==> config.mk <==
export PLATFORM = sky130hd
export DESIGN_NAME = dring
export DESIGN_NICKNAME = d
export VERILOG_FILES = /design/src/rtl/dring_pkg.sv /design/src/rtl/dring_track.sv /design/src/rtl/dring_path.sv /design/src/rtl/dring_regs.sv /design/src/rtl/dring.sv
export SDC_FILE = /design/constraint.sdc
export NUM_CORES = 1
export LEC_CHECK = 0
export BUFFER_PORTS_ARGS = -buffer_cell sky130_fd_sc_hd__buf_2
export CELL_PAD_IN_SITES_DETAIL_PLACEMENT = 0
export CELL_PAD_IN_SITES_GLOBAL_PLACEMENT = 2
export CORE_UTILIZATION = 39
export DETAILED_ROUTE_END_ITERATION = 7
export PLACE_DENSITY = 0.79
export SYNTH_ARGS = -nofsm -noshare
export SYNTH_HDL_FRONTEND = slang
export SYNTH_HIERARCHICAL = 1
export SYNTH_SLANG_ARGS = --single-unit
==> constraint.sdc <==
create_clock -name clk -period 8.71 [get_ports clk]
set_input_delay 0.4355 -clock clk [delete_from_list [all_inputs] [get_ports clk]]
set_output_delay 0.4355 -clock clk [all_outputs]
set_load 0.005 [all_outputs]
==> src/rtl/dring_pkg.sv <==
package dring_pkg;
  localparam int REG_AW   = 4;
  localparam int HOST_W   = 5;
  localparam int MISC_W   = 3;
  localparam int MISC_LSB = 5;
  localparam int CMD_STAT = 3;

  localparam logic [REG_AW-1:0] A_SRC_SIZE = 4'd0;
  localparam logic [REG_AW-1:0] A_DST_SIZE = 4'd1;
  localparam logic [REG_AW-1:0] A_MAXLEN   = 4'd2;
  localparam logic [REG_AW-1:0] A_CMD      = 4'd3;
  localparam logic [REG_AW-1:0] A_HOST_IE  = 4'd4;
  localparam logic [REG_AW-1:0] A_HOST_IS  = 4'd5;
  localparam logic [REG_AW-1:0] A_MISC_IE  = 4'd6;
  localparam logic [REG_AW-1:0] A_MISC_IS  = 4'd7;
  localparam logic [REG_AW-1:0] A_SRC_WR   = 4'd8;
  localparam logic [REG_AW-1:0] A_DST_WR   = 4'd9;
  localparam logic [REG_AW-1:0] A_SRC_DONE = 4'd10;
  localparam logic [REG_AW-1:0] A_SRC_RD   = 4'd11;
  localparam logic [REG_AW-1:0] A_DST_RD   = 4'd12;
  localparam logic [REG_AW-1:0] A_SRC_WM   = 4'd13;
  localparam logic [REG_AW-1:0] A_DST_WM   = 4'd14;

  // control -> datapath strobes
  typedef struct packed {
    logic srcClr;
    logic dstClr;
    logic srcWr;
    logic dstWr;
    logic doneWr;
    logic srcStep;
    logic dstStep;
  } ringStrobe_t;

  // datapath -> control events
  typedef struct packed {
    logic srcOvf;
    logic dstOvf;
    logic srcHi;
    logic srcLo;
    logic dstHi;
    logic dstLo;
    logic srcDone;
    logic dstDone;
  } ringEvent_t;
endpackage

==> src/rtl/dring_track.sv <==
module dring_track #(
  parameter int IDX_W  = 8,
  parameter bit HAS_SW = 1'b0
) (
  input  logic             clk,
  input  logic             rstN,
  input  logic [IDX_W-1:0] mask,
  input  logic             clr,
  input  logic             wrReq,
  input  logic             swReq,
  input  logic             step,
  input  logic [IDX_W-1:0] reqIdx,
  input  logic [15:0]      loThr,
  input  logic [15:0]      hiThr,
  output logic [IDX_W-1:0] rdIdx,
  output logic [IDX_W-1:0] wrIdx,
  output logic [IDX_W-1:0] swIdx,
  output logic             notEmpty,
  output logic             ovfEv,
  output logic             hiEv,
  output logic             loEv,
  output logic             doneEv
);
  function automatic logic [IDX_W-1:0] gap(input logic [IDX_W-1:0] from,
                                           input logic [IDX_W-1:0] to,
                                           input logic [IDX_W-1:0] m);
    return (to - from) & m;
  endfunction

  logic [IDX_W-1:0] rdQ, wrQ, base, used, space, adv, tgt;
  logic [IDX_W-1:0] rdNext, wrNext, occNext;
  logic wrOk, swOk, moved;

  assign tgt = reqIdx & mask;

  generate
    if (HAS_SW) begin : g_sw
      logic [IDX_W-1:0] swQ;
      assign swOk = swReq && (gap(swQ, tgt, mask) <= gap(swQ, rdQ, mask));
      always_ff @(posedge clk or negedge rstN) begin
        if (!rstN)     swQ <= '0;
        else if (clr)  swQ <= '0;
        else if (swOk) swQ <= tgt;
      end
      assign base  = swQ;
      assign swIdx = swQ;
    end else begin : g_nosw
      assign swOk  = 1'b0 & swReq;
      assign base  = rdQ;
      assign swIdx = rdQ;
    end
  endgenerate

  assign used     = gap(base, wrQ, mask);
  assign space    = mask - used;
  assign adv      = gap(wrQ, tgt, mask);
  assign wrOk     = wrReq && (adv <= space);
  assign notEmpty = (rdQ != wrQ);
  assign doneEv   = step && notEmpty && !clr;
  assign ovfEv    = wrReq && !wrOk;

  assign rdNext  = doneEv ? ((rdQ + 1'b1) & mask) : rdQ;
  assign wrNext  = wrOk ? tgt : wrQ;
  assign occNext = gap(rdNext, wrNext, mask);
  assign moved   = wrOk || doneEv;
  assign hiEv    = moved && (32'(occNext) > 32'(hiThr));
  assign loEv    = moved && (32'(occNext) < 32'(loThr));

  always_ff @(posedge clk or negedge rstN) begin
    if (!rstN) begin
      rdQ <= '0;
      wrQ <= '0;
    end else if (clr) begin
      rdQ <= '0;
      wrQ <= '0;
    end else begin
      rdQ <= rdNext;
      wrQ <= wrNext;
    end
  end

  assign rdIdx = rdQ;
  assign wrIdx = wrQ;
endmodule

==> src/rtl/dring_path.sv <==
module dring_path
  import dring_pkg::*;
#(
  parameter int IDX_W = 8
) (
  input  logic             clk,
  input  logic             rstN,
  input  ringStrobe_t      stb,
  input  logic [IDX_W-1:0] reqIdx,
  input  logic [IDX_W-1:0] srcMask,
  input  logic [IDX_W-1:0] dstMask,
  input  logic [31:0]      srcWm,
  input  logic [31:0]      dstWm,
  output logic [IDX_W-1:0] srcRd,
  output logic [IDX_W-1:0] srcWr,
  output logic [IDX_W-1:0] srcSw,
  output logic [IDX_W-1:0] dstRd,
  output logic [IDX_W-1:0] dstWr,
  output logic [1:0]       notEmpty,
  output ringEvent_t       ev
);
  localparam int RINGS = 2;

  logic [IDX_W-1:0] maskA [RINGS];
  logic [IDX_W-1:0] rdA   [RINGS];
  logic [IDX_W-1:0] wrA   [RINGS];
  logic [IDX_W-1:0] swA   [RINGS];
  logic [31:0]      wmA   [RINGS];
  logic [RINGS-1:0] clrV, wrV, swV, stepV, ovfV, hiV, loV, doneV;

  assign maskA[0] = srcMask;
  assign maskA[1] = dstMask;
  assign wmA[0]   = srcWm;
  assign wmA[1]   = dstWm;
  assign clrV     = {stb.dstClr, stb.srcClr};
  assign wrV      = {stb.dstWr, stb.srcWr};
  assign swV      = {1'b0, stb.doneWr};
  assign stepV    = {stb.dstStep, stb.srcStep};

  generate
    for (genvar r = 0; r < RINGS; r++) begin : g_ring
      dring_track #(.IDX_W(IDX_W), .HAS_SW(r == 0)) u_trk (
        .clk      (clk),
        .rstN     (rstN),
        .mask     (maskA[r]),
        .clr      (clrV[r]),
        .wrReq    (wrV[r]),
        .swReq    (swV[r]),
        .step     (stepV[r]),
        .reqIdx   (reqIdx),
        .loThr    (wmA[r][31:16]),
        .hiThr    (wmA[r][15:0]),
        .rdIdx    (rdA[r]),
        .wrIdx    (wrA[r]),
        .swIdx    (swA[r]),
        .notEmpty (notEmpty[r]),
        .ovfEv    (ovfV[r]),
        .hiEv     (hiV[r]),
        .loEv     (loV[r]),
        .doneEv   (doneV[r])
      );
    end
  endgenerate

  assign srcRd = rdA[0];
  assign srcWr = wrA[0];
  assign srcSw = swA[0];
  assign dstRd = rdA[1];
  assign dstWr = wrA[1];

  assign ev.srcOvf  = ovfV[0];
  assign ev.dstOvf  = ovfV[1];
  assign ev.srcHi   = hiV[0];
  assign ev.srcLo   = loV[0];
  assign ev.dstHi   = hiV[1];
  assign ev.dstLo   = loV[1];
  assign ev.srcDone = doneV[0];
  assign ev.dstDone = doneV[1];
endmodule

==> src/rtl/dring_regs.sv <==
module dring_regs
  import dring_pkg::*;
#(
  parameter int IDX_W = 8,
  parameter int LEN_W = 16
) (
  input  logic              clk,
  input  logic              rstN,
  input  logic              regWe,
  input  logic [REG_AW-1:0] regAddr,
  input  logic [31:0]       regWdata,
  input  logic              srcKick,
  input  logic              dstKick,
  input  logic [LEN_W-1:0]  dstLen,
  input  logic [1:0]        notEmpty,
  input  ringEvent_t        ev,
  input  logic [IDX_W-1:0]  srcRd,
  input  logic [IDX_W-1:0]  srcWr,
  input  logic [IDX_W-1:0]  srcSw,
  input  logic [IDX_W-1:0]  dstRd,
  input  logic [IDX_W-1:0]  dstWr,
  output ringStrobe_t       stb,
  output logic [IDX_W-1:0]  srcMask,
  output logic [IDX_W-1:0]  dstMask,
  output logic [31:0]       srcWm,
  output logic [31:0]       dstWm,
  output logic [31:0]       regRdata,
  output logic              irq,
  output logic              haltReq,
  output logic              haltStat,
  output logic              busy,
  output logic [HOST_W-1:0] hostIs,
  output logic [MISC_W-1:0] miscIs
);
  function automatic logic sizeOk(input logic [31:0] v);
    return (v >= 32'd2) && (v <= (32'd1 << IDX_W)) && ((v & (v - 32'd1)) == 32'd0);
  endfunction

  logic [LEN_W-1:0]  maxLen;
  logic [HOST_W-1:0] hostIe, hostSet, hostClr;
  logic [MISC_W-1:0] miscIe, miscSet, miscClr;
  logic srcBusy, dstBusy, srcTake, dstTake, lenViol;

  function automatic logic hit(input logic [REG_AW-1:0] a);
    return regWe && (regAddr == a);
  endfunction

  // datapath stub acceptance: one entry in flight per ring
  assign srcTake = srcKick && !haltReq && !srcBusy && notEmpty[0];
  assign dstTake = dstKick && !haltReq && !dstBusy && notEmpty[1];
  assign lenViol = dstTake && (dstLen > maxLen);
  assign busy    = srcBusy || dstBusy;

  assign stb.srcClr  = hit(A_SRC_SIZE) && sizeOk(regWdata);
  assign stb.dstClr  = hit(A_DST_SIZE) && sizeOk(regWdata);
  assign stb.srcWr   = hit(A_SRC_WR);
  assign stb.dstWr   = hit(A_DST_WR);
  assign stb.doneWr  = hit(A_SRC_DONE);
  assign stb.srcStep = srcBusy;
  assign stb.dstStep = dstBusy;

  assign hostSet = {ev.dstLo, ev.dstHi, ev.srcLo, ev.srcHi, ev.srcDone | ev.dstDone};
  assign miscSet = {lenViol, ev.dstOvf, ev.srcOvf};
  assign hostClr = hit(A_HOST_IS) ? regWdata[HOST_W-1:0] : '0;
  assign miscClr = hit(A_MISC_IS) ? regWdata[MISC_LSB +: MISC_W] : '0;

  always_ff @(posedge clk or negedge rstN) begin
    if (!rstN) begin
      srcMask  <= '1;
      dstMask  <= '1;
      maxLen   <= '0;
      hostIe   <= '0;
      miscIe   <= '0;
      srcWm    <= '0;
      dstWm    <= '0;
      haltReq  <= 1'b0;
      haltStat <= 1'b0;
      srcBusy  <= 1'b0;
      dstBusy  <= 1'b0;
      hostIs   <= '0;
      miscIs   <= '0;
    end else begin
      if (stb.srcClr)    srcMask <= IDX_W'(regWdata - 32'd1);
      if (stb.dstClr)    dstMask <= IDX_W'(regWdata - 32'd1);
      if (hit(A_MAXLEN)) maxLen  <= regWdata[LEN_W-1:0];
      if (hit(A_HOST_IE)) hostIe <= regWdata[HOST_W-1:0];
      if (hit(A_MISC_IE)) miscIe <= regWdata[MISC_LSB +: MISC_W];
      if (hit(A_SRC_WM)) srcWm   <= regWdata;
      if (hit(A_DST_WM)) dstWm   <= regWdata;
      if (hit(A_CMD))    haltReq <= regWdata[0];
      haltStat <= haltReq && !srcBusy && !dstBusy;
      srcBusy  <= srcTake;
      dstBusy  <= dstTake;
      hostIs   <= (hostIs & ~hostClr) | hostSet;
      miscIs   <= (miscIs & ~miscClr) | miscSet;
    end
  end

  assign irq = (|(hostIs & hostIe)) || (|(miscIs & miscIe));

  always_comb begin
    case (regAddr)
      A_SRC_SIZE: regRdata = 32'(srcMask) + 32'd1;
      A_DST_SIZE: regRdata = 32'(dstMask) + 32'd1;
      A_MAXLEN:   regRdata = 32'(maxLen);
      A_CMD:      regRdata = 32'(haltReq) | (32'(haltStat) << CMD_STAT);
      A_HOST_IE:  regRdata = 32'(hostIe);
      A_HOST_IS:  regRdata = 32'(hostIs);
      A_MISC_IE:  regRdata = 32'(miscIe) << MISC_LSB;
      A_MISC_IS:  regRdata = 32'(miscIs) << MISC_LSB;
      A_SRC_WR:   regRdata = 32'(srcWr);
      A_DST_WR:   regRdata = 32'(dstWr);
      A_SRC_DONE: regRdata = 32'(srcSw);
      A_SRC_RD:   regRdata = 32'(srcRd);
      A_DST_RD:   regRdata = 32'(dstRd);
      A_SRC_WM:   regRdata = srcWm;
      A_DST_WM:   regRdata = dstWm;
      default:    regRdata = '0;
    endcase
  end
endmodule

==> src/rtl/dring.sv <==
module dring
  import dring_pkg::*;
#(
  parameter int IDX_W = 8,
  parameter int LEN_W = 16
) (
  input  logic             clk,
  input  logic             rstN,
  input  logic             regWe,
  input  logic [3:0]       regAddr,
  input  logic [31:0]      regWdata,
  output logic [31:0]      regRdata,
  input  logic             srcKick,
  input  logic             dstKick,
  input  logic [LEN_W-1:0] dstLen,
  output logic             irq
);
  ringStrobe_t      stb;
  ringEvent_t       ev;
  logic [IDX_W-1:0] srcMask, dstMask, srcRd, srcWr, srcSw, dstRd, dstWr;
  logic [31:0]      srcWm, dstWm;
  logic [1:0]       notEmpty;
  logic             haltReq, haltStat, busy, srcClr, dstClr;
  logic [HOST_W-1:0] hostIs;
  logic [MISC_W-1:0] miscIs;

  assign srcClr = stb.srcClr;
  assign dstClr = stb.dstClr;

  dring_regs #(.IDX_W(IDX_W), .LEN_W(LEN_W)) u_regs (
    .clk, .rstN, .regWe, .regAddr, .regWdata, .srcKick, .dstKick, .dstLen,
    .notEmpty, .ev, .srcRd, .srcWr, .srcSw, .dstRd, .dstWr, .stb,
    .srcMask, .dstMask, .srcWm, .dstWm, .regRdata, .irq,
    .haltReq, .haltStat, .busy, .hostIs, .miscIs
  );

  dring_path #(.IDX_W(IDX_W)) u_path (
    .clk, .rstN, .stb, .reqIdx(regWdata[IDX_W-1:0]), .srcMask, .dstMask,
    .srcWm, .dstWm, .srcRd, .srcWr, .srcSw, .dstRd, .dstWr, .notEmpty, .ev
  );
endmodule

==> reports/results.ini <==
[run_status]
status = completed

[timing]
post-route-period-util = 0.8241
setup_slack_ns = 1.532
setup_viol = 0
tightestPinTransition_ns = 1.084
relSlewSlack = 0.2733
layout_min_cycle_time_ns = 7.178
report.final.slew_viol_count = 0
rsz0062_at_grt = false
max_freq_mhz = 139.3
tns_ns = 0
clock_skew_ns = 0.01013
hold_viol_final = 0

[pwr]
leakage_uw = 0.006954
peakVddDrop_mv = 0.1471
powerDensity_mw_per_mm2 = 311.5

[critical_path]
r2r_slack_ns = 1.53
worstRegToRegCells = 31
crit_path_start_kind = register
critPathArrivalTime_ns = 7.50
r2r-end = u_regs/hostIs[1]
rr_startpoint = u_regs/srcMask[1]
critical_path_required_ns = 9.03
slowest_stage = dfstp_2
cp_max_fo = 13
critPathMaxStageDelay_ns = 0.68
criticalPathCategory = reg2reg
endpoint_kind = register

[routing]
vias_per_cell = 5.786
dr.pass1.iters = 6
final_antenna_net_count = 0
num_vias = 11240
wire_per_inst_um = 23.33
drtIter0Drc = 926
routed_wl_um = 45310
drc_errors = 0

[clock_network]
cts_resized = 0
clk_pin_slew_ns = 0.07
worstSkewPairLatency_ns = 0.44
cts_tree = built
hold_buffers = 0
clockBufferDepth = 2
clkSinkCount = 156
numCtsBuffers = 17
h-tree-depth = 4
cts_root_buf = clkbuf_16
postCtsSetupRepairBufs = 0

[logic_synthesis]
syn_area_per_cell_um2 = 9.232
syn_inst = 1411
syn_area_mm2 = 0.01303
syn_nets = 1614
yosysWarnings = 6

[finish]
multi_input_area_mm2 = 0.008414
fill_cells = 3295
nets = 1690
antenna_cells = 0
layout.area.seq_mm2 = 0.003924
drive_above_1_share = 0.1793
design_area_mm2 = 0.01453
fin_util = 0.4444
area_growth_pct = 11.55

[place]
place_hpwl_um = 34890
pre_cts_ws_ns = 1.284
numPortBuffers = 89
placed_area_mm2 = 0.01393
gp_congestion = 0.9405

[die]
die_y_um = 184.8
core_mm2 = 0.03270
die-area_mm2 = 0.03414
initial_core_util = 0.3983
rows = 66
ios = 90
dieWidth_um = 184.8

[flow_run]
maxCapViolations = 0

[global_route]
grt_pass1_wl_um = 68260
grt_pass1_vias = 11050
grt_max_degree = 96
antenna_found_initial = 0
grt_use_total = 0.2719
overflow = 0

[hold_path]
hold_class = in2async

-- sequential cells by signal, summed over array words and instances (netlist names) --
name / flops
u_regs/dstWm: 32
u_regs/srcWm: 32
u_path/g_ring.u_trk/rdIdx: 16
u_path/g_ring.u_trk/wrIdx: 16
u_regs/maxLen: 16
u_path/g_ring.u_trk/swIdx: 8
u_regs/dstMask: 8
u_regs/srcMask: 8
u_regs/hostIe: 5
u_regs/hostIs: 5
u_regs/miscIe: 3
u_regs/miscIs: 3
u_regs/dstBusy: 1
u_regs/haltReq: 1
u_regs/haltStat: 1
u_regs/srcBusy: 1
-- metrics by stage --
step                std cells  total power (µW)  hold slack, ns
floorplan                1411              3003          0.1399
global route             1942              4935          0.1860
CTS                      1942              4521          0.1418
detailed placement       1910              3718          0.4373
finish                   1942              4526          0.1132
global placement         1910              3692          0.4445
-- worst max-delay path by stage --
stage	depth (start not counted)	start	endpoint	slack [ns]
after global routing	31	u_regs/srcMask[1]	u_regs/hostIs[1]	0.94
final	31	u_regs/srcMask[1]	u_regs/hostIs[1]	1.53
after global placement	31	regWdata[0]	u_regs/hostIs[1]	1.35
after detailed placement	31	regWdata[1]	u_regs/hostIs[1]	1.28
after floorplan	29	regWdata[0]	u_regs/hostIs[3]	2.59
after CTS	31	u_regs/srcMask[1]	u_regs/hostIs[1]	1.52
-- cell type report --
cell class | count | area share
multi-input cells | 1077 | 0.5790
flip-flops and latches | 156 | 0.2700
well taps | 442 | 0.03806
repair buffers | 99 | 0.03625
inverters | 136 | 0.03513
clock buffers | 20 | 0.03212
clock inverters | 12 | 0.009385
-- critical path, delay by kind of cell, from the launching register on --
family,cells,cell delay [ns]
compound gates,16,3.08
buf+inv,2,0.44
simple gates,7,1.34
fa+ha+maj,4,1.22
flops,1,0.68
xor+xnor,2,0.29
-- report_power, final --
| group | internal [µW] | switching, µW |
|---|---|---|
| registers | 886 | 235 |
| logic | 1180 | 1450 |
| clock network | 448 | 329 |
-- layout by cell type, fill, tap and decap left out, types with 31 or more instances in the layout --
cell type,n
and2_1,34
nor2_1,64
nand3_1,36
mux2_2,90
ha_1,138
dfrtp_1,140
nor3_1,31
nor2b_1,54
nand2_1,85
inv_1,135
buf_2,88
a21oi_1,61
o21ai_0,67
mux2i_1,32
-- layer usage --
layer | routed length [µm] | vias up | track usage
met3 | 2531 | 61 | 0.03873
met2 | 21170 | 368 | 0.4459
met5 | 0 | - | 0
met1 | 20320 | 5515 | 0.3679
met4 | 1286 | 0 | 0.08397
li1 | - | 5292 | -
Power figures use the tool's default switching activity.
